--- src/rtl/adc_link_pkg.sv ---
package adc_link_pkg;
  typedef enum logic [1:0] {
    ST_CONV  = 2'd0,
    ST_SLEEP = 2'd1,
    ST_DATA  = 2'd2
  } link_state_e;
endpackage

--- src/rtl/sck_edge_sync.sv ---
// Brings the host serial clock into the system domain and reports its edges.
module sck_edge_sync #(
  parameter int STAGES = 2
) (
  input  logic clk,
  input  logic rst,
  input  logic sck_in,
  output logic rise,
  output logic fall
);
  logic [STAGES-1:0] sync_q;
  logic              last_q;

  generate
    if (STAGES == 1) begin : g_one
      always_ff @(posedge clk) begin
        if (rst) sync_q <= '0;
        else     sync_q <= sck_in;
      end
    end else begin : g_chain
      always_ff @(posedge clk) begin
        if (rst) sync_q <= '0;
        else     sync_q <= {sync_q[STAGES-2:0], sck_in};
      end
    end
  endgenerate

  always_ff @(posedge clk) begin
    if (rst) last_q <= 1'b0;
    else     last_q <= sync_q[STAGES-1];
  end

  assign rise = sync_q[STAGES-1] & ~last_q;
  assign fall = ~sync_q[STAGES-1] & last_q;
endmodule

--- src/rtl/conv_timer.sv ---
// Counts system clock cycles while a conversion runs; done marks the final one.
module conv_timer #(
  parameter int CONV_CYCLES = 400
) (
  input  logic clk,
  input  logic rst,
  input  logic run,
  output logic done
);
  localparam int CW = $clog2(CONV_CYCLES + 1);
  localparam logic [CW-1:0] LAST = CW'(CONV_CYCLES - 1);

  logic [CW-1:0] cnt_q;

  assign done = run && (cnt_q == LAST);

  always_ff @(posedge clk) begin
    if (rst || !run || done) cnt_q <= '0;
    else                     cnt_q <= cnt_q + 1'b1;
  end
endmodule

--- src/rtl/result_shifter.sv ---
// Holds the captured word and moves it toward the top bit one place per shift.
module result_shifter #(
  parameter int W = 16
) (
  input  logic         clk,
  input  logic         rst,
  input  logic         load,
  input  logic         shift,
  input  logic [W-1:0] din,
  output logic         head,
  output logic         next_bit
);
  logic [W-1:0] sreg_q;

  always_ff @(posedge clk) begin
    if (rst)        sreg_q <= '0;
    else if (load)  sreg_q <= din;
    else if (shift) sreg_q <= {sreg_q[W-2:0], 1'b0};
  end

  assign head     = sreg_q[W-1];
  assign next_bit = sreg_q[W-2];
endmodule

--- src/rtl/serial_adc_link.sv ---
// Convert / sleep / data-output sequencer driving a shared busy-and-data pin.
module serial_adc_link
  import adc_link_pkg::*;
#(
  parameter int W           = 16,
  parameter int CONV_CYCLES = 400,
  parameter int SYNC_STAGES = 2
) (
  input  logic         clk,
  input  logic         rst,
  input  logic         sck,
  input  logic         cpol_idle_high,
  input  logic [W-1:0] test_result,
  output logic         sdo
);
  localparam int BW = $clog2(W);
  localparam logic [BW-1:0] LAST_BIT = BW'(W - 1);

  link_state_e   state_q, state_d;
  logic [BW-1:0] bit_q, bit_d;
  logic          sdo_q, sdo_d;
  logic          sck_rise, sck_fall;
  logic          conv_done;
  logic          sh_load, sh_shift, sh_head, sh_next;

  sck_edge_sync #(.STAGES(SYNC_STAGES)) u_sync (
    .clk    (clk),
    .rst    (rst),
    .sck_in (sck),
    .rise   (sck_rise),
    .fall   (sck_fall)
  );

  conv_timer #(.CONV_CYCLES(CONV_CYCLES)) u_timer (
    .clk  (clk),
    .rst  (rst),
    .run  (state_q == ST_CONV),
    .done (conv_done)
  );

  result_shifter #(.W(W)) u_shift (
    .clk      (clk),
    .rst      (rst),
    .load     (sh_load),
    .shift    (sh_shift),
    .din      (test_result),
    .head     (sh_head),
    .next_bit (sh_next)
  );

  always_comb begin
    state_d  = state_q;
    bit_d    = bit_q;
    sdo_d    = sdo_q;
    sh_load  = 1'b0;
    sh_shift = 1'b0;
    unique case (state_q)
      ST_CONV: begin
        sdo_d = 1'b1;
        if (conv_done) begin
          sh_load = 1'b1;
          bit_d   = '0;
          if (cpol_idle_high) begin
            state_d = ST_SLEEP;
            sdo_d   = 1'b0;
          end else begin
            state_d = ST_DATA;
            sdo_d   = test_result[W-1];
          end
        end
      end
      ST_SLEEP: begin
        if (sck_fall) begin
          state_d = ST_DATA;
          bit_d   = '0;
          sdo_d   = sh_head;
        end
      end
      ST_DATA: begin
        if (sck_fall) begin
          if (bit_q == LAST_BIT) begin
            state_d = ST_CONV;
            sdo_d   = 1'b1;
          end else begin
            sh_shift = 1'b1;
            bit_d    = bit_q + 1'b1;
            sdo_d    = sh_next;
          end
        end
      end
      default: begin
        state_d = ST_CONV;
        sdo_d   = 1'b1;
      end
    endcase
  end

  always_ff @(posedge clk) begin
    if (rst) begin
      state_q <= ST_CONV;
      bit_q   <= '0;
      sdo_q   <= 1'b1;
    end else begin
      state_q <= state_d;
      bit_q   <= bit_d;
      sdo_q   <= sdo_d;
    end
  end

  assign sdo = sdo_q;
endmodule

--- config.mk ---
export PLATFORM = sky130hd
export DESIGN_NAME = serial_adc_link
export DESIGN_NICKNAME = d
export VERILOG_FILES = /design/src/rtl/adc_link_pkg.sv /design/src/rtl/sck_edge_sync.sv /design/src/rtl/conv_timer.sv /design/src/rtl/result_shifter.sv /design/src/rtl/serial_adc_link.sv
export SDC_FILE = /design/constraint.sdc
export NUM_CORES = 1
export LEC_CHECK = 0
export ABC_AREA = 1
export BUFFER_PORTS_ARGS = -buffer_cell sky130_fd_sc_hd__buf_2
export CAP_MARGIN = 20
export CORE_ASPECT_RATIO = 0.8
export CORE_UTILIZATION = 56
export CTS_CLUSTER_DIAMETER = 50
export DETAILED_ROUTE_END_ITERATION = 12
export PLACE_DENSITY = 0.81
export SLEW_MARGIN = 0
export SYNTH_ARGS = -nofsm -noshare
export SYNTH_HDL_FRONTEND = slang
export SYNTH_SLANG_ARGS = --single-unit
--- constraint.sdc ---
create_clock -name clk -period 2.87 [get_ports clk]
set_input_delay 0.1435 -clock clk [delete_from_list [all_inputs] [get_ports clk]]
set_output_delay 0.1435 -clock clk [all_outputs]
set_load 0.05 [all_outputs]
==> results.py <==
metrics = {
    "status": {
        "status": "finished clean",
    },
    "grt": {
        "track_usage": 0.224,
        "grt_pass1_vias": 1246,
        "antenna_found_initial": 0,
        "grt_pass1_wl_mm": 5.44,
        "grt_max_degree": 32,
        "overflow": 0,
    },
    "route": {
        "num_vias": 1449,
        "wire_per_inst_um": 10.3,
        "drt_wl_total_mm": 3.08,
        "vias_per_cell": 4.85,
        "drc_errors": 0,
        "drt_iter0_markers": 98,
        "detail-route-antenna-nets": 0,
        "drt_first_pass_iters": 4,
    },
    "yosys": {
        "synthTopCellsByCount": "63 x nand2_1, 35 x dfxtp_1, 28 x nor2_1",
        "async_reset_ff_frac": 0,
        "yosys.area.top_type_share": 0.422,
        "yosysMostFrequentCell": "nand2_1",
        "netlist_instances": 239,
        "synth_area_leaders": "dfxtp_1 42%, nand2_1 14%, a21oi_1 6.3%",
        "synth_edf_count": 0,
        "synth.net_count": 261,
        "yosysTopAreaCell": "dfxtp_1",
        "yosys_warnings": 0,
        "yosysSeqAreaShare": 0.422,
        "mappedNetlistArea_sq_um": 1660,
        "yosysUniqueCellTypes": 23,
        "avgSynthCellArea_sq_um": 6.95,
        "synth-seq-cells": 35,
        "synthFlopType": "dfxtp_1",
    },
    "clock_tree": {
        "cts_resized": 0,
        "numCtsBuffers": 5,
        "cts.htree.levels": 2,
        "cts_sinks": 35,
        "cts_max_path_buffers": 2,
        "clk_pin_slew_ns": 0.08,
        "cts_tree": "done",
        "cts_hold_buf": 0,
        "cts_root_buffer": "clkbuf_8",
        "cts_setup_buffers": 0,
        "clkLatencyLatePin_ns": 0.29,
    },
    "floorplan": {
        "die_area_sq_um": 3190,
        "die_x_um": 62.9,
        "coreArea_sq_um": 2790,
        "placementRows": 17,
        "die_h_um": 50.7,
        "io_pins": 21,
        "start_util": 0.596,
    },
    "sta": {
        "fin_skew_ns": 0.00617,
        "period_minus_slack_ns": 1.59,
        "finalSetupViolations": 0,
        "fin_setup_tns_ns": 0,
        "slew_headroom": 0.728,
        "tightest_slew_ns": 0.408,
        "fmax_ghz": 0.627,
        "drv_slew": 0,
        "finalHoldWorstSlack_ns": 0.0537,
        "hold_violations": 0,
        "rsz0062_at_grt": "no",
        "period_share": 0.556,
        "final.setup.worst_slack_ns": 1.28,
    },
    "run": {
        "max_cap_violations": 0,
    },
    "final_layout": {
        "fillers": 252,
        "post-route-util": 0.686,
        "antennaDiodeCount": 0,
        "syn2layout_area_growth_pct": 15.1,
        "finalNetCount": 282,
        "layout-drive-gt1-share": 0.153,
    },
    "place": {
        "pre_cts_slack_ns": 1.31,
        "io_buffers": 20,
        "hpwl_mm": 2.01,
        "place_congestion": 0.885,
    },
    "power_and_ir_drop": {
        "power.density_nw_per_um2": 557,
        "p_leak_nw": 0.808,
        "vdd_drop_max_mv": 0.373,
    },
    "worst_hold_path": {
        "whs_path_depth": 3,
        "holdCritPathClass": "in2reg",
    },
    "worst_setup_path": {
        "endpoint_kind": "register",
        "cp.arrival_ns": 1.78,
        "r2r_slack_ns": 1.28,
        "crit_fanout": 31,
        "worst-r2r-cell-count": 7,
        "crit_path_start_kind": "register",
        "crit_required_ns": 3.05,
        "critPathKind": "reg2reg",
    },
}
## sequential cells by signal, summed over array words and instances (netlist names)
name            count
u_shift.sreg_q     16
state_q             2
u_sync.last_q       1
bit_q               4
sdo                 1
u_sync.sync_q       2
u_timer.cnt_q       9
## critical path: stages (launching register included)
cell	delay (ns)
dfxtp_1	0.35
ha_1	0.19
nand3_1	0.12
nor2_1	0.21
nand3_1	0.10
buf_4	0.23
o21ai_0	0.22
a21oi_1	0.06
## cells in the final DEF (no fill, tap or decap)
| cell | netlist | final |
|---|---|---|
| nand2_1 | 63 | 63 |
| dfxtp_1 | 35 | 35 |
| nor2_1 | 28 | 28 |
| inv_1 | 26 | 26 |
| a21oi_1 | 21 | 21 |
| buf_2 | 3 | 20 |
| nand3_1 | 17 | 17 |
| o21ai_0 | 17 | 17 |
| xor2_1 | 5 | 5 |
| clkbuf_8 | 0 | 5 |
| nor2_2 | 3 | 3 |
| nand4_1 | 3 | 3 |
| inv_2 | 2 | 2 |
| nand2_2 | 2 | 2 |
| xnor2_1 | 2 | 2 |
| nand3b_1 | 2 | 2 |
| ha_1 | 2 | 2 |
| bufinv_16 | 0 | 2 |
| nor2_8 | 1 | 1 |
| inv_4 | 1 | 1 |
| nor2_4 | 1 | 1 |
| a21oi_2 | 1 | 1 |
| clkinvlp_4 | 0 | 1 |
| buf_4 | 1 | 1 |
## layout make-up
class / instances / area [sq um] / share of cell area
clock inverters: 3 / 67.6 / 0.0353
flip-flops and latches: 35 / 701 / 0.366
clock buffers: 5 / 68.8 / 0.0360
multi-input cells: 168 / 808 / 0.423
well taps: 38 / 47.5 / 0.0249
repair buffers: 21 / 108 / 0.0563
inverters: 29 / 111 / 0.0582
## cell families after synthesis
logic type,share of synthesized area
and+or+nand+nor,0.315
AOI/OAI and AO/OA,0.120
buffers and inverters,0.0919
DFF,0.422
xor gates and xnor gates,0.0369
adders and majority gates,0.0151
## per-stage QoR
stage / instance area [sq um] / instances / total power [W]
after floorplan: 1660 / 239 / 0.000525
after global placement: 1780 / 291 / 0.000541
after detailed placement: 1780 / 291 / 0.000542
after CTS: 1910 / 299 / 0.00107
after global routing: 1910 / 299 / 0.00110
final: 1910 / 299 / 0.00106
## per-layer routing
metal,vias up,track usage,wire length (um)
li1,796,-,-
met1,620,0.312,1600
met2,28,0.306,1270
met3,5,0.0841,157
met4,0,0.0891,47
met5,-,0,0
## power breakdown
part / internal [W] / total (W) / switching [W] / leakage [nW]
clock network: 0.000346 / 0.000533 / 0.000187 / 0.0644
registers: 0.000491 / 0.000495 / 0.00000328 / 0.283
logic: 0.0000167 / 0.0000362 / 0.0000195 / 0.460
total: 0.000854 / 0.00106 / 0.000210 / 0.808
## path summary, 6_finish.rpt
kind,endpoint,from
setup / recovery,u_shift.sreg_q[12],u_timer.cnt_q[0]
hold / removal,u_sync.sync_q[0],sck
setup reg to reg,u_shift.sreg_q[12],u_timer.cnt_q[0]
hold reg to reg,u_sync.sync_q[1],u_sync.sync_q[0]
Power figures use the tool's default switching activity.
